[config.mk]
export PLATFORM = sky130hd
export DESIGN_NAME = mrt_slot_tracker
export DESIGN_NICKNAME = d
export VERILOG_FILES = /design/src/rtl/mrt_pkg.sv /design/src/rtl/mrt_squash_eval.sv /design/src/rtl/mrt_alloc_pick.sv /design/src/rtl/mrt_thread_block.sv /design/src/rtl/mrt_slot_tracker.sv
export SDC_FILE = /design/constraint.sdc
export NUM_CORES = 1
export LEC_CHECK = 0
export BUFFER_PORTS_ARGS = -buffer_cell sky130_fd_sc_hd__buf_2
export CORE_ASPECT_RATIO = 1.5
export CORE_MARGIN = 4
export CORE_UTILIZATION = 58
export CTS_CLUSTER_DIAMETER = 120
export DETAILED_ROUTE_END_ITERATION = 10
export GPL_TIMING_DRIVEN = 0
export PLACE_DENSITY_LB_ADDON = 0.08
export SLEW_MARGIN = 20
export SYNTH_ARGS = -nofsm -noshare
export SYNTH_HDL_FRONTEND = slang
export SYNTH_SLANG_ARGS = --single-unit
[constraint.sdc]
create_clock -name clk_i -period 7.5 [get_ports clk_i]
set_input_delay 1.5 -clock clk_i [delete_from_list [all_inputs] [get_ports clk_i]]
set_output_delay 1.5 -clock clk_i [all_outputs]
set_load 0.01 [all_outputs]
[src/rtl/mrt_pkg.sv]
package mrt_pkg;
  typedef struct packed {
    logic valid;
    logic tlb_stall;
    logic pending;
    logic squashed;
  } slot_flags_t;
endpackage

[src/rtl/mrt_squash_eval.sv]
module mrt_squash_eval #(
  parameter int NUM_SLOTS = 4,
  parameter int TID_W     = 1,
  parameter int SEQ_W     = 16
) (
  input  logic                                  en_i,
  input  logic [TID_W-1:0]                      tid_i,
  input  logic [SEQ_W:0]                        thr_i,
  input  mrt_pkg::slot_flags_t [NUM_SLOTS-1:0]  flags_i,
  input  logic [NUM_SLOTS-1:0][TID_W-1:0]       slot_tid_i,
  input  logic [NUM_SLOTS-1:0][SEQ_W-1:0]       slot_seq_i,
  output logic [NUM_SLOTS-1:0]                  hit_o,
  output logic [NUM_SLOTS-1:0]                  free_o,
  output logic                                  stall_hit_o
);
  logic [NUM_SLOTS-1:0] stall_vec;

  for (genvar i = 0; i < NUM_SLOTS; i++) begin : g_slot
    assign hit_o[i] = en_i && flags_i[i].valid && !flags_i[i].squashed &&
                      (slot_tid_i[i] == tid_i) && ({1'b0, slot_seq_i[i]} > thr_i);
    assign free_o[i]    = hit_o[i] && !flags_i[i].pending && !flags_i[i].tlb_stall;
    assign stall_vec[i] = hit_o[i] && flags_i[i].tlb_stall;
  end

  assign stall_hit_o = |stall_vec;
endmodule

[src/rtl/mrt_alloc_pick.sv]
module mrt_alloc_pick #(
  parameter int NUM_SLOTS = 4,
  parameter int SLOT_W    = 2
) (
  input  logic [NUM_SLOTS-1:0] free_i,
  output logic                 any_o,
  output logic [SLOT_W-1:0]    idx_o
);
  always_comb begin
    idx_o = '0;
    for (int i = NUM_SLOTS - 1; i >= 0; i--) begin
      if (free_i[i]) idx_o = SLOT_W'(i);
    end
  end

  assign any_o = |free_i;
endmodule

[src/rtl/mrt_thread_block.sv]
module mrt_thread_block #(
  parameter int NUM_THREADS = 2,
  parameter int TID_W       = 1,
  parameter int SEQ_W       = 16
) (
  input  logic                   clk_i,
  input  logic                   rst_ni,
  input  logic                   set_en_i,
  input  logic [TID_W-1:0]       set_tid_i,
  input  logic [SEQ_W-1:0]       set_seq_i,
  input  logic                   sq_en_i,
  input  logic [TID_W-1:0]       sq_tid_i,
  input  logic [SEQ_W:0]         sq_thr_i,
  input  logic                   sq_stall_hit_i,
  input  logic                   svc_en_i,
  input  logic [TID_W-1:0]       svc_tid_i,
  output logic [NUM_THREADS-1:0] blk_o,
  output logic [NUM_THREADS-1:0] blk_eff_o
);
  for (genvar t = 0; t < NUM_THREADS; t++) begin : g_thr
    logic             blk_q;
    logic [SEQ_W-1:0] bseq_q;
    logic             sq_clr, svc_clr, set_hit;

    assign sq_clr  = sq_en_i && (sq_tid_i == TID_W'(t)) && blk_q &&
                     (({1'b0, bseq_q} > sq_thr_i) || sq_stall_hit_i);
    assign svc_clr = svc_en_i && (svc_tid_i == TID_W'(t));
    assign set_hit = set_en_i && (set_tid_i == TID_W'(t));

    always_ff @(posedge clk_i or negedge rst_ni) begin
      if (!rst_ni) begin
        blk_q  <= 1'b0;
        bseq_q <= '0;
      end else if (set_hit) begin
        blk_q  <= 1'b1;
        bseq_q <= set_seq_i;
      end else if (sq_clr || svc_clr) begin
        blk_q  <= 1'b0;
      end
    end

    assign blk_o[t]     = blk_q;
    // squash lands before allocation in the same cycle
    assign blk_eff_o[t] = blk_q && !sq_clr;
  end
endmodule

[src/rtl/mrt_slot_tracker.sv]
module mrt_slot_tracker #(
  parameter int NUM_SLOTS   = 4,
  parameter int NUM_THREADS = 2,
  parameter int SEQ_W       = 16,
  localparam int SLOT_W = (NUM_SLOTS > 1) ? $clog2(NUM_SLOTS) : 1,
  localparam int TID_W  = (NUM_THREADS > 1) ? $clog2(NUM_THREADS) : 1
) (
  input  logic                         clk_i,
  input  logic                         rst_ni,
  input  logic                         alloc_req_i,
  input  logic [TID_W-1:0]             alloc_tid_i,
  input  logic [SEQ_W-1:0]             alloc_seq_i,
  output logic                         alloc_gnt_o,
  output logic [SLOT_W-1:0]            alloc_slot_o,
  input  logic                         fault_i,
  input  logic [SLOT_W-1:0]            fault_slot_i,
  input  logic                         issue_i,
  input  logic [SLOT_W-1:0]            issue_slot_i,
  input  logic                         fault_svc_i,
  input  logic [SLOT_W-1:0]            fault_svc_slot_i,
  input  logic                         cmpl_i,
  input  logic [SLOT_W-1:0]            cmpl_slot_i,
  output logic                         deliver_o,
  input  logic                         release_i,
  input  logic [SLOT_W-1:0]            release_slot_i,
  input  logic                         squash_i,
  input  logic [TID_W-1:0]             squash_tid_i,
  input  logic [SEQ_W-1:0]             squash_seq_i,
  input  logic                         squash_mem_stall_i,
  output logic [NUM_SLOTS-1:0]         slot_valid_o,
  output logic [NUM_SLOTS-1:0]         slot_tlb_stall_o,
  output logic [NUM_SLOTS-1:0]         slot_pending_o,
  output logic [NUM_SLOTS-1:0]         slot_squashed_o,
  output logic [NUM_SLOTS*TID_W-1:0]   slot_tid_o,
  output logic [NUM_SLOTS*SEQ_W-1:0]   slot_seq_o,
  output logic [NUM_THREADS-1:0]       thread_blocked_o
);
  import mrt_pkg::*;

  slot_flags_t [NUM_SLOTS-1:0]       flg_q, flg_d;
  logic [NUM_SLOTS-1:0][TID_W-1:0]   tid_q, tid_d;
  logic [NUM_SLOTS-1:0][SEQ_W-1:0]   seq_q, seq_d;

  logic [SEQ_W:0]        sq_thr;
  logic [NUM_SLOTS-1:0]  sq_hit, sq_free, free_vec, valid_vec;
  logic                  sq_stall_hit, any_free;
  logic [SLOT_W-1:0]     pick_idx;
  logic [NUM_THREADS-1:0] blk, blk_eff;
  logic                  set_en, svc_en;

  // memory-stall squash spares the stalling instruction
  assign sq_thr = {1'b0, squash_seq_i} + {{SEQ_W{1'b0}}, squash_mem_stall_i};

  mrt_squash_eval #(
    .NUM_SLOTS(NUM_SLOTS), .TID_W(TID_W), .SEQ_W(SEQ_W)
  ) u_sq (
    .en_i        (squash_i),
    .tid_i       (squash_tid_i),
    .thr_i       (sq_thr),
    .flags_i     (flg_q),
    .slot_tid_i  (tid_q),
    .slot_seq_i  (seq_q),
    .hit_o       (sq_hit),
    .free_o      (sq_free),
    .stall_hit_o (sq_stall_hit)
  );

  for (genvar i = 0; i < NUM_SLOTS; i++) begin : g_vld
    assign valid_vec[i] = flg_q[i].valid;
  end
  assign free_vec = ~valid_vec | sq_free;

  mrt_alloc_pick #(.NUM_SLOTS(NUM_SLOTS), .SLOT_W(SLOT_W)) u_pick (
    .free_i (free_vec),
    .any_o  (any_free),
    .idx_o  (pick_idx)
  );

  assign set_en = fault_i && flg_q[fault_slot_i].valid && !flg_q[fault_slot_i].squashed;
  assign svc_en = fault_svc_i && flg_q[fault_svc_slot_i].tlb_stall;

  mrt_thread_block #(
    .NUM_THREADS(NUM_THREADS), .TID_W(TID_W), .SEQ_W(SEQ_W)
  ) u_blk (
    .clk_i          (clk_i),
    .rst_ni         (rst_ni),
    .set_en_i       (set_en),
    .set_tid_i      (tid_q[fault_slot_i]),
    .set_seq_i      (seq_q[fault_slot_i]),
    .sq_en_i        (squash_i),
    .sq_tid_i       (squash_tid_i),
    .sq_thr_i       (sq_thr),
    .sq_stall_hit_i (sq_stall_hit),
    .svc_en_i       (svc_en),
    .svc_tid_i      (tid_q[fault_svc_slot_i]),
    .blk_o          (blk),
    .blk_eff_o      (blk_eff)
  );

  assign alloc_gnt_o  = alloc_req_i && any_free && !blk_eff[alloc_tid_i];
  assign alloc_slot_o = pick_idx;
  assign deliver_o    = cmpl_i && flg_q[cmpl_slot_i].pending && !flg_q[cmpl_slot_i].squashed;

  // order: squash, slot events, allocation
  always_comb begin
    flg_d = flg_q;
    tid_d = tid_q;
    seq_d = seq_q;
    for (int i = 0; i < NUM_SLOTS; i++) begin
      if (sq_hit[i]) begin
        flg_d[i].squashed = 1'b1;
        if (sq_free[i]) flg_d[i] = '0;
      end
    end
    if (fault_i && flg_d[fault_slot_i].valid && !flg_d[fault_slot_i].squashed)
      flg_d[fault_slot_i].tlb_stall = 1'b1;
    if (issue_i && flg_d[issue_slot_i].valid && !flg_d[issue_slot_i].squashed &&
        !flg_d[issue_slot_i].tlb_stall)
      flg_d[issue_slot_i].pending = 1'b1;
    if (fault_svc_i && flg_d[fault_svc_slot_i].tlb_stall) begin
      flg_d[fault_svc_slot_i].tlb_stall = 1'b0;
      if (flg_d[fault_svc_slot_i].squashed) flg_d[fault_svc_slot_i] = '0;
    end
    if (cmpl_i && flg_d[cmpl_slot_i].pending) begin
      flg_d[cmpl_slot_i].pending = 1'b0;
      if (flg_d[cmpl_slot_i].squashed) flg_d[cmpl_slot_i] = '0;
    end
    if (release_i && flg_d[release_slot_i].valid && !flg_d[release_slot_i].pending &&
        !flg_d[release_slot_i].tlb_stall && !flg_d[release_slot_i].squashed)
      flg_d[release_slot_i] = '0;
    if (alloc_gnt_o) begin
      flg_d[pick_idx]       = '0;
      flg_d[pick_idx].valid = 1'b1;
      tid_d[pick_idx]       = alloc_tid_i;
      seq_d[pick_idx]       = alloc_seq_i;
    end
  end

  always_ff @(posedge clk_i or negedge rst_ni) begin
    if (!rst_ni) begin
      flg_q <= '0;
      tid_q <= '0;
      seq_q <= '0;
    end else begin
      flg_q <= flg_d;
      tid_q <= tid_d;
      seq_q <= seq_d;
    end
  end

  for (genvar i = 0; i < NUM_SLOTS; i++) begin : g_out
    assign slot_valid_o[i]     = flg_q[i].valid;
    assign slot_tlb_stall_o[i] = flg_q[i].tlb_stall;
    assign slot_pending_o[i]   = flg_q[i].pending;
    assign slot_squashed_o[i]  = flg_q[i].squashed;
    assign slot_tid_o[i*TID_W +: TID_W] = tid_q[i];
    assign slot_seq_o[i*SEQ_W +: SEQ_W] = seq_q[i];
  end

  assign thread_blocked_o = blk;
endmodule

==> metrics.md, run 1 <==
| Metric | Value |
|---|---|
| Synth warn | `0` |
| Layout cells sized above 1 | `~34%` |
| Dpl cell area | `just under 10000 µm²` |
| Max VDD drop | `246 µV` |
| First-pass GRT wire length | `43700 µm` |
| Hold Path Origin | `u_blk.g_thr[1].bseq_q[9]` |
| R2r worst-path depth | `14` |
| Die area | `about 17000 µm²` |
| Mean post-synth cell area | `~11 µm²` |
| TritonCTS clock tree | `yes` |
| Crit end category | `primary output` |
| WHS Endpoint | `u_blk.g_thr[1].bseq_q[9]` |
| Effective utilization at floorplan | `59.4%` |
| DRT iter0 DRCs | `515` |
| Seq/Total Area, Yosys | `between 30% and 40%` |
| Worst Path Required | `about 6.0 ns` |
| Element type at the critical path start | `input pin` |
| Synthesized flop and latch total | `about 120` |
| Worst slew margin | `slightly above 30%` |
| Post-CTS setup buffer count | `0` |
| DRT antenna net count | `0` |
| Main synth FF type | `dfrtp_1` |
| Critical path's top delay family | `simple AND/OR/NAND/NOR gates` |
| Die Y-Extent | `158 µm` |
| Slew Limit Fails | `0` |
| Crit path buffers/inverters | `3` |
| Worst hold path class | `flip-flop to flip-flop` |
| CTS H-tree lvls | `4` |
| DRT Pass-1 Iters | `5` |
| Vias/cell | `about 6.6` |
| Tmin final | `7.24 ns` |
| R2R Path End | `slot_seq_o[9]` |
| Fillers | `between 1000 and 1500` |
| Ys async rst share | `100%` |
| CP max stage cell | `or4_1` |
| Gpl congestion | `~0.94` |
| Setup CP Type | `input pin to primary output` |
| Leakage | `approximately 4.9 nW` |
| Reg2reg setup slack | `roughly 3.3 ns` |
| # port buffers | `about 140` |
| Worst-margin pin slew | `1.03 ns` |
| Worst EP arrival | `~5.7 ns` |
| Syn nets | `approximately 930` |
| Delay of the slowest critical-path stage | `0.53 ns` |
| Worst skew pair latency | `~0.42 ns` |
| Largest net degree at the start of global routing | `slightly below 80` |
| Sink Count | `between 100 and 150` |
| Place WS | `roughly 0.15 ns` |
| Post-Synthesis Cells | `a little under 800` |
| Power Dens Cells | `391 nW/µm²` |
| Design Power | `~4 mW` |
| Via Count | `~7500` |
| Yosys cell types | `86` |
| Status | `finished clean` |
| Die width | `around 110 µm` |
| Final nets | `approximately 1100` |
| Initial antenna violation count | `0` |
| Ordered list of cells on the worst path | `buf_2 > ha_1 > ha_2 > nand3_4 > nor2_1 > nand3_1 > xor2_4 > ha_1 > nand3_1 > or4_1 > a311o_1 > nand4b_1 > a21oi_4 > a32o_1 > a211oi_2 > a41o_2 > mux2i_1 > buf_4 > nand2_1 > a21oi_1 > buf_2` |
| Detailed Place HPWL | `about 22000 µm` |
| Fin area | `10300 µm²` |
| DRC | `0` |
| Clk_skew | `between 0.009 and 0.01 ns` |
| FF-to-FF Start | `slot_seq_o[4]` |
| Core area | `roughly 15000 µm²` |
| Total track usage | `around a third` |
| Average wire per cell in the routed design | `around 25 µm` |
| Worst Hold Path Cells | `1` |
| PnR worst setup slack | `between 0.2 and 0.3 ns` |
| Max Fclk | `roughly 140 MHz` |
| Final setup fails | `0` |
| Final hold vios | `0` |
| Syn-to-layout area delta | `19.3%` |
| Post-synth EDFFs | `0` |
| Vias in the first global route | `7923` |
| Synthesized area | `between 8000 and 9000 µm²` |
| Setup TNS Final | `0 ns` |
| CP max FO | `10` |
| Finished Core Util | `between 70% and 80%` |
| # diodes | `0` |
| Max Cap Viol | `0` |
| Top Ports | `144` |
| Congestion Overflow GR | `0` |
| CTS max path bufs | `2` |
| Standard-cell row count | `between 50 and 60` |
| WL final | `about 29000 µm` |
| Fin crit share | `between 90% and 100%` |
| CTS Buf Count | `17` |
| Root buf cell | `clkbuf_16` |
| Worst-path clk slew | `around 0.06 ns` |
==> per-layer routing <==
metal / part of all wire (%) / global-route usage (%) / up-vias
li1: - / - / 3345
met1: 36 / 38.6 / 3713
met3: 5.9 / 5.55 / 119
met2: 51 / 59.8 / 357
met5: 0 / 0 / -
met4: 6.8 / 21.4 / 0
==> cell families (layout without fill, tap and decap cells) <==
| kind of cell | Yosys count | count (layout) | share of synthesized area [%] |
|---|---|---|---|
| AND/OR/NAND/NOR | 225 | 225 | 14.6 |
| AO/OA/AOI/OAI | 164 | 164 | 14.3 |
| flip-flops | 118 | 118 | 34.1 |
| multiplexers | 117 | 117 | 18.3 |
| adder cells (fa/ha/maj) | 94 | 94 | 13.5 |
| buffers and inverters | 42 | 212 | 2.48 |
| XOR/XNOR | 24 | 24 | 2.73 |
==> through the flow <==
stage	std cells	hold slack, ns
after floorplan	784	0.479
after global placement	1117	0.493
after detailed placement	1118	0.502
final	1150	0.514
after CTS	1150	0.516
after global routing	1150	0.532
==> worst max path at each step <==
stage | depth (start not counted) | end | slack [ns] | startpoint
after detailed placement | 21 | alloc_gnt_o | 0.15 | squash_seq_i[0]
final | 21 | alloc_gnt_o | 0.26 | squash_seq_i[0]
after CTS | 21 | alloc_gnt_o | 0.12 | squash_seq_i[0]
after global placement | 21 | alloc_gnt_o | 0.16 | squash_seq_i[0]
after global routing | 21 | alloc_gnt_o | -0.02 | squash_mem_stall_i
after floorplan | 19 | alloc_gnt_o | 1.04 | squash_seq_i[0]
==> registers in the layout (all words and copies together), names as in the netlist <==
signal              cells
slot_seq_o             64
u_blk.g_thr.bseq_q     32
slot_pending_o          4
slot_squashed_o         4
slot_tid_o              4
slot_tlb_stall_o        4
slot_valid_o            4
u_blk.g_thr.blk_q       2
==> cell usage in the layout, fill, tap and decap left out, drive strengths merged, types with 6 or more instances in the layout <==
master	count
buf	154
dfrtp	118
mux2	96
ha	93
nand2	43
nor2	39
a21oi	32
o21ai	30
clkbuf	26
nand3	23
inv	23
mux4	19
nand4	17
and3	16
nor2b	13
xor2	13
nor3	12
a211oi	12
a21o	11
nand2b	11
xnor2	11
and4	10
a31oi	10
o21a	8
nor3b	8
a211o	7
o211ai	6
==> cell type report <==
| cell class | count | area [µm²] | share of cell area [%] |
|---|---|---|---|
| plain buffers | 25 | 153 | 1.48 |
| clock buffers | 17 | 425 | 4.11 |
| clock inverters | 15 | 241 | 2.33 |
| inverters | 17 | 63.8 | 0.617 |
| multi-input cells | 624 | 5540 | 53.6 |
| flip-flops and latches | 118 | 2950 | 28.5 |
| well taps | 196 | 245 | 2.37 |
| repair buffers | 138 | 719 | 6.95 |
==> Yosys cell counts, types with 4 or more instances <==
library cell    n  area share (%)
a211o_1         7            0.71
a21o_1         11            0.95
o21a_1          8            0.69
ha_1           93              13
and3b_1         4            0.40
nor3b_1         8            0.69
nor2b_1        13            0.94
nand2b_1       11            0.79
mux4_2         19             4.9
xor2_1         12             1.2
clkbuf_1        8            0.35
a31oi_2         4            0.58
a31oi_1         6            0.43
and2_1          4            0.29
inv_1          17            0.74
nand2_1        42             1.8
o21ai_0        29             1.7
mux2_4         15             2.6
xnor2_1        10             1.0
dfrtp_1       118              34
nand3b_1        5            0.43
nand3_1        22             1.3
buf_1           4            0.17
buf_4           4            0.35
or2_2           5            0.36
nand4_1        17             1.2
a211oi_1       11            0.95
mux2_1         11             1.4
nor2_1         39             1.7
nor3_1         12            0.69
and3_1         16             1.2
a21oi_1        31             1.8
o211ai_1        5            0.43
mux2_2         70             9.1
and4_1          9            0.91
buf_2           4            0.23
buf_6           5            0.65
a31o_2          4            0.40
==> timing repair <==
action,4_1_cts,5_1_grt
resized for setup,0,6
hold buffers,0,0
endpoints found under the setup margin,0,2
==> power by group <==
group          leakage (nW)  internal (mW)  total (mW)  switching [mW]
logic                  3.09          0.871        1.82           0.951
clock network         0.323          0.599       0.928           0.328
registers              1.48          0.917        1.30           0.381
Power figures use the tool's default switching activity.
==> inputs of run 2 (changes only) <==
Settings changed: ABC_AREA set to 1, BUFFER_PORTS_ARGS -buffer_cell sky130_fd_sc_hd__buf_2 to unset, DONT_BUFFER_PORTS set to 1.
==> run 2 against run 1 <==
First-iteration DRC count rose by 29%. Clock skew fell by 0.0014 ns. Hold slack got worse by 0.036 ns. Synthesized area rose by 1.4%. Wire length rose by 13%. Global-route usage rose by 3.7 points. Fmax rose by 0.45%. Register-to-register slack got worse by 0.35 ns. Sequential share of layout area rose by 2.0 points.
==> metrics.md, run 2 <==
| Metric | Value |
|---|---|
| # diodes | `0 (unchanged)` |
| Largest family of logic cells by synthesized area | `simple AND/OR/NAND/NOR gates (was multiplexers)` |
| Syn nets | `1365 (was 931)` |
| Setup TNS Final | `0 ns (unchanged)` |
| CP max FO | `6 (was 10)` |
| Hold Path Origin | `u_blk.g_thr[0].bseq_q[5] (was u_blk.g_thr[1].bseq_q[9])` |
| Post-synthesis xor/xnor area fraction | `1.59% (was 2.73%)` |
| WL final | `32200 µm (was 28600 µm)` |
| Max VDD drop | `166 µV (was 246 µV)` |
| Synth warn | `0 (unchanged)` |
| Synth Area in Compound Gates | `13.6% (was 14.3%)` |
| Max Cap Viol | `0 (unchanged)` |
| Simple-gate share of the synthesized area | `30.0% (was 14.6%)` |
| Ys async rst share | `100% (unchanged)` |
| Core area | `14700 µm² (was 14600 µm²)` |
| Worst Path Required | `6.00 ns (about the same)` |
| Leakage | `5.18 nW (was 4.90 nW)` |
| Die width | `109 µm (was 108 µm)` |
| Syn-to-layout area delta | `9.93% (was 19.3%)` |
| FF-to-FF Start | `slot_seq_o[2] (was slot_seq_o[4])` |
| CTS Buf Count | `17 (unchanged)` |
| Crit end category | `primary output (unchanged)` |
| R2r worst-path depth | `24 (was 14)` |
| Final setup fails | `0 (unchanged)` |
| Mean post-synth cell area | `7.22 µm² (was 11.1 µm²)` |
| DRT Pass-1 Iters | `5 (unchanged)` |
| # port buffers | `0 (was 137)` |
| Status | `finished clean (unchanged)` |
| First-pass GRT wire length | `48700 µm (was 43700 µm)` |
| Initial antenna violation count | `0 (unchanged)` |
| Die Y-Extent | `159 µm (was 158 µm)` |
| Power Dens Cells | `398 nW/µm² (was 391 nW/µm²)` |
| Yosys top cell area share | `33.6% (was 34.1%)` |
| Effective utilization at floorplan | `59.7% (was 59.4%)` |
| WHS Endpoint | `u_blk.g_thr[0].bseq_q[5] (was u_blk.g_thr[1].bseq_q[9])` |
| CTS H-tree lvls | `4 (unchanged)` |
| Worst EP arrival | `5.71 ns (was 5.74 ns)` |
| Hold WS | `0.478 ns (was 0.514 ns)` |
| TritonCTS clock tree | `yes (unchanged)` |
| Max reg flops | `64 (unchanged)` |
| Synthesized area | `8790 µm² (was 8670 µm²)` |
| R2R Path End | `slot_seq_o[27] (was slot_seq_o[9])` |
| Post-Synthesis Cells | `1218 (was 784)` |
| Via Count | `8605 (was 7534)` |
| Congestion Overflow GR | `0 (unchanged)` |
| Vias/cell | `5.96 (was 6.55)` |
| DRC | `0 (unchanged)` |
| Synth top cells by count | `nand2_1 (376), inv_1 (158), dfrtp_1 (118), o21ai_0 (95), ha_1 (93) (was dfrtp_1 (118), ha_1 (93), mux2_2 (70), nand2_1 (42), nor2_1 (39))` |
| CTS max path bufs | `2 (unchanged)` |
| Mux contribution to synthesized area | `0% (was 18.3%)` |
| Setup CP Type | `input pin to primary output (unchanged)` |
| Most frequent cell after synthesis | `nand2_1 (was dfrtp_1)` |
| DRT iter0 DRCs | `662 (was 515)` |
| Cell accounting for the most synthesized area | `dfrtp_1 (unchanged)` |
| RSZ-0062 raised after global routing | `no` |
| Most common cell after layout, fill and taps aside | `nand2_1 (was buf_2)` |
| Standard-cell row count | `54 (unchanged)` |
| Synth Area in Adders | `13.2% (was 13.5%)` |
| Worst Hold Path Cells | `2 (was 1)` |
| Worst slew margin | `32.5% (was 31.0%)` |
| CTS Hold Bufs | `0 (unchanged)` |
| Gpl congestion | `1.02 (was 0.941)` |
| Finished Core Util | `65.6% (was 70.9%)` |
| Sink Count | `118 (unchanged)` |
| Post-synth EDFFs | `0 (unchanged)` |
| Element type at the critical path start | `input pin (unchanged)` |
| Fin crit share | `96.1% (was 96.6%)` |
| Tmin final | `7.21 ns (was 7.24 ns)` |
| Largest net degree at the start of global routing | `119 (was 78)` |
| DRT antenna net count | `0 (unchanged)` |
| Slew Limit Fails | `0 (unchanged)` |
| Worst hold path class | `flip-flop to flip-flop (unchanged)` |
| Average wire per cell in the routed design | `22.3 µm (was 24.9 µm)` |
| Final nets | `1384 (was 1088)` |
| Worst-path clk slew | `0.05 ns (was 0.06 ns)` |
| Final hold vios | `0 (unchanged)` |
| Worst skew pair latency | `0.42 ns (about the same)` |
| Seq/Total Area, Yosys | `33.6% (was 34.1%)` |
| Main synth FF type | `dfrtp_1 (unchanged)` |
| Clk_skew | `0.00831 ns (was 0.00972 ns)` |
| Reg2reg setup slack | `2.90 ns (was 3.25 ns)` |
| Die area | `17200 µm² (was 17000 µm²)` |
| Layout cells sized above 1 | `6.41% (was 34.3%)` |
| Synthesized flop and latch total | `118 (unchanged)` |
| Post-CTS setup buffer count | `0 (unchanged)` |
| Yosys cell types | `51 (was 86)` |
| Root buf cell | `clkbuf_16 (unchanged)` |
| Max Fclk | `139 MHz (was 138 MHz)` |
| Commonest cells after routing, fill and taps aside | `nand2_1 (376), inv_1 (158), dfrtp_1 (118), o21ai_0 (95), ha_1 (93) (was buf_2 (140), dfrtp_1 (118), ha_1 (92), mux2_2 (70), nand2_1 (42))` |
| Total track usage | `37.9% (was 34.2%)` |
| Top Ports | `144 (unchanged)` |
| Vias in the first global route | `8859 (was 7923)` |
| Worst-margin pin slew | `1.01 ns (was 1.03 ns)` |
| Detailed Place HPWL | `25600 µm (was 21700 µm)` |
| Top post-synthesis cells by area | `dfrtp_1 (34%), nand2_1 (16%), ha_1 (13%), inv_1 (6.7%), o21ai_0 (5.4%) (was dfrtp_1 (34%), ha_1 (13%), mux2_2 (9.1%), mux4_2 (4.9%), mux2_4 (2.6%))` |
-- run 2: critical path: stages --
cell	delay, ns
ha_1	0.18
nand3_1	0.13
nor2_1	0.10
nand2_1	0.08
nor3_1	0.26
nand3_1	0.22
nor3_2	0.24
nand4_1	0.24
xor2_4	0.25
ha_1	0.32
nand3_1	0.15
nor3b_1	0.22
nand3_1	0.10
o21ai_0	0.19
o21bai_4	0.18
o22ai_1	0.12
a221oi_2	0.37
o21ai_0	0.28
nand3_1	0.17
nand3_1	0.13
nand3_1	0.15
inv_1	0.14
-- run 2: area by class of cell --
| cell class | count | area (µm²) |
|---|---|---|
| plain buffers | 24 | 103 |
| flip-flops and latches | 118 | 2950 |
| clock inverters | 12 | 155 |
| inverters | 162 | 608 |
| well taps | 196 | 245 |
| fillers | 1392 | 5060 |
| multi-input cells | 914 | 5160 |
| clock buffers | 19 | 443 |
-- run 2: how the worst max path moves through the flow --
stage / start / to / slack (ns)
after CTS: squash_seq_i[0] / alloc_gnt_o / 0.10
after global placement: squash_seq_i[0] / alloc_gnt_o / 0.01
after global routing: squash_seq_i[0] / alloc_gnt_o / 0.07
after detailed placement: squash_seq_i[0] / alloc_gnt_o / 0.003
final: squash_seq_i[0] / alloc_gnt_o / 0.29
after floorplan: squash_seq_i[0] / alloc_gnt_o / 1.37
-- run 2: power breakdown --
group	switching (mW)	leakage, nW	internal (mW)
clock	0.309	0.277	0.528
combinational	1.04	3.41	0.537
sequential	0.513	1.49	0.924
-- run 2: layer usage --
metal,vias up,track usage (%),part of all wire (%),wire (µm)
li1,4066,-,-,-
met1,4009,37.5,32,10400
met2,392,64.9,50,16300
met3,138,9.99,8.5,2750
met4,0,29.9,8.8,2830
met5,-,0,0,0
-- run 2: timing repair --
| item | in CTS | in global routing |
|---|---|---|
| endpoints found under the setup margin | 1 | 1 |
| cloned | 0 | 0 |
| resized for setup | 1 | 3 |
-- run 2: cell families (layout without fill, tap and decap cells) --
family          Yosys count  count (layout)
buf+inv                 186             217
flops                   118             118
compound gates          201             201
simple gates            604             604
xor+xnor                 16              16
fa+ha+maj                93              93
-- run 2: per-stage QoR --
step / instances / worst slack (ns) / area (µm²) / power, mW
floorplan: 1218 / 1.37 / 8790 / 2.36
global placement: 1414 / 0.0115 / 9040 / 2.93
detailed placement: 1414 / 0.00332 / 9040 / 2.97
CTS: 1445 / 0.104 / 9640 / 3.81
global route: 1445 / 0.0679 / 9670 / 4.10
finish: 1445 / 0.291 / 9670 / 3.85
==> inputs of run 3 (changes only) <==
Settings changed: PLACE_DENSITY set to 0.77, PLACE_DENSITY_LB_ADDON 0.08 to unset.
==> run 3 against run 2 <==
Wire length grew 3.0%. Fmax fell by 1.8%. Cell count unchanged. Setup slack got worse by 0.13 ns. Non-clock buffer count up 1. Via count rose by 2.9%. Count of clock-buffer cells in the layout rose by 1. Sequential power barely moved. Highest routed layer unchanged.
==> metrics.md, run 3 (synthesized netlist as in run 2, its figures left out) <==
| Metric | Value |
|---|---|
| Most common cell after layout, fill and taps aside | `nand2_1 (unchanged)` |
| TritonCTS clock tree | `yes (unchanged)` |
| CTS Hold Bufs | `0 (unchanged)` |
| Worst skew pair latency | `0.43 ns (was 0.42 ns)` |
| Fillers | `1421 (was 1392)` |
| Element type at the critical path start | `input pin (unchanged)` |
| Final nets | `1385 (was 1384)` |
| Slew Limit Fails | `0 (unchanged)` |
| DRT iter0 DRCs | `686 (was 662)` |
| CTS Buf Count | `17 (unchanged)` |
| Post-Layout Cell Count | `1445 (unchanged)` |
| Delay of the slowest critical-path stage | `0.67 ns (was 0.37 ns)` |
| Crit end category | `primary output (unchanged)` |
| Dpl cells | `1414 (unchanged)` |
| # port buffers | `0 (unchanged)` |
| Worst hold path class | `flip-flop to flip-flop (unchanged)` |
| Core area | `14700 µm² (unchanged)` |
| Largest net degree at the start of global routing | `119 (unchanged)` |
| Worst Path Required | `6.00 ns (about the same)` |
| Max Cap Viol | `0 (unchanged)` |
| Setup CP Type | `input pin to primary output (unchanged)` |
| Congestion Overflow GR | `0 (unchanged)` |
| DRT Pass-1 Iters | `8 (was 5)` |
| Syn-to-layout area delta | `10.1% (was 9.93%)` |
| RSZ-0062 raised after global routing | `no (unchanged)` |
| Dpl cell area | `9040 µm² (unchanged)` |
| Worst-path clk slew | `0.05 ns (about the same)` |
| Max VDD drop | `181 µV (was 166 µV)` |
| Status | `finished clean (unchanged)` |
| Die width | `109 µm (unchanged)` |
| Layout cells sized above 1 | `6.57% (was 6.41%)` |
| Final setup fails | `0 (unchanged)` |
| Hold WS | `0.483 ns (was 0.478 ns)` |
| Die area | `17200 µm² (unchanged)` |
| DRC | `0 (unchanged)` |
| Detailed Place HPWL | `25700 µm (was 25600 µm)` |
| Vias in the first global route | `9081 (was 8859)` |
| Top Ports | `144 (unchanged)` |
| # diodes | `0 (unchanged)` |
| Vias/cell | `6.13 (was 5.96)` |
| Clk_skew | `0.00727 ns (was 0.00831 ns)` |
| DRT antenna net count | `0 (unchanged)` |
| Max Fclk | `136 MHz (was 139 MHz)` |
| Most repeated library cell on the critical path | `nand2_1 (was nand3_1)` |
| Area occupied by multi-input gates | `5180 µm² (was 5160 µm²)` |
| Fin crit share | `97.8% (was 96.1%)` |
| Die Y-Extent | `159 µm (unchanged)` |
| Register Area | `2950 µm² (unchanged)` |
| WL final | `33200 µm (was 32200 µm)` |
| Commonest cells after routing, fill and taps aside | `nand2_1 (376), inv_1 (158), dfrtp_1 (118), o21ai_0 (94), ha_1 (93) (was nand2_1 (376), inv_1 (158), dfrtp_1 (118), o21ai_0 (95), ha_1 (93))` |
| Power Dens Cells | `401 nW/µm² (was 398 nW/µm²)` |
| Finished Core Util | `65.7% (was 65.6%)` |
| First-pass GRT wire length | `50800 µm (was 48700 µm)` |
| Gpl congestion | `1.05 (was 1.02)` |
| Max reg flops | `64 (unchanged)` |
| Root buf cell | `clkbuf_16 (unchanged)` |
| Leakage | `5.20 nW (was 5.18 nW)` |
| Effective utilization at floorplan | `59.7% (unchanged)` |
| Standard-cell row count | `54 (unchanged)` |
| CTS max path bufs | `2 (unchanged)` |
| Via Count | `8851 (was 8605)` |
| Worst EP arrival | `5.84 ns (was 5.71 ns)` |
| Total track usage | `39.6% (was 37.9%)` |
| Setup TNS Final | `0 ns (unchanged)` |
| Average wire per cell in the routed design | `23.0 µm (was 22.3 µm)` |
| CTS H-tree lvls | `4 (unchanged)` |
| Sink Count | `118 (unchanged)` |
| CP max stage cell | `xor2_1 (was a221oi_2)` |
| CP max FO | `6 (unchanged)` |
| Initial antenna violation count | `0 (unchanged)` |
| Worst slew margin | `34.6% (was 32.5%)` |
| Tmin final | `7.34 ns (was 7.21 ns)` |
| Worst-margin pin slew | `0.974 ns (was 1.01 ns)` |
| Fin area | `9680 µm² (was 9670 µm²)` |
| Final hold vios | `0 (unchanged)` |
==> run 3: timing repair <==
item / CTS / global route
endpoints found under the setup margin: 1 / 52
buffers inserted: 0 / 1
pin swaps: 0 / 2
resized for setup: 1 / 7
==> run 3: final timing paths <==
path                                            end  slack (ns)  depth (start not counted)                     start
hold reg to reg            u_blk.g_thr[0].bseq_q[1]        0.48                          2  u_blk.g_thr[0].bseq_q[1]
max in group asynchronous            slot_seq_o[16]        6.54                          0                    rst_ni
hold / removal             u_blk.g_thr[0].bseq_q[1]        0.48                          2  u_blk.g_thr[0].bseq_q[1]
setup / recovery                        alloc_gnt_o        0.16                         26           squash_seq_i[0]
min in group asynchronous            slot_seq_o[24]        0.76                          0                    rst_ni
setup reg to reg                     slot_seq_o[27]        2.59                         23             slot_seq_o[6]
==> run 3: area by class of cell <==
type,count,share of cell area (%)
plain buffers,24,1.06
clock buffers,20,4.72
clock inverters,10,1.34
inverters,162,6.28
multi-input cells,914,53.5
flip-flops and latches,118,30.5
well taps,196,2.53
repair buffers,1,0.0776
==> run 3: worst max-delay path, delay by kind of cell <==
kind | cells | cell delay (ns)
xor gates and xnor gates | 1 | 0.67
adders and majority gates | 3 | 0.74
AOI/OAI and AO/OA | 4 | 0.74
buffers and inverters | 3 | 0.36
and+or+nand+nor | 15 | 1.82
==> run 3: stage by stage <==
stage          total power [mW]  setup slack (ns)
2_1_floorplan              2.36              1.37
3_3_place_gp               2.94           -0.0828
3_5_place_dp               2.99           -0.0822
4_1_cts                    3.83            0.0617
5_1_grt                    4.13            0.0111
6_report                   3.88             0.162
==> run 3: routing by layer <==
layer	GRT usage (%)	wire length, µm
met1	39.7	10600
met2	63.3	15700
met3	12.2	3050
met4	37.5	3870
met5	0	0
==> run 3: report_power, final <==
group / internal [mW] / total, mW / switching [mW]
Combinational: 0.538 / 1.60 / 1.06
Clock: 0.532 / 0.828 / 0.296
Sequential: 0.924 / 1.45 / 0.525
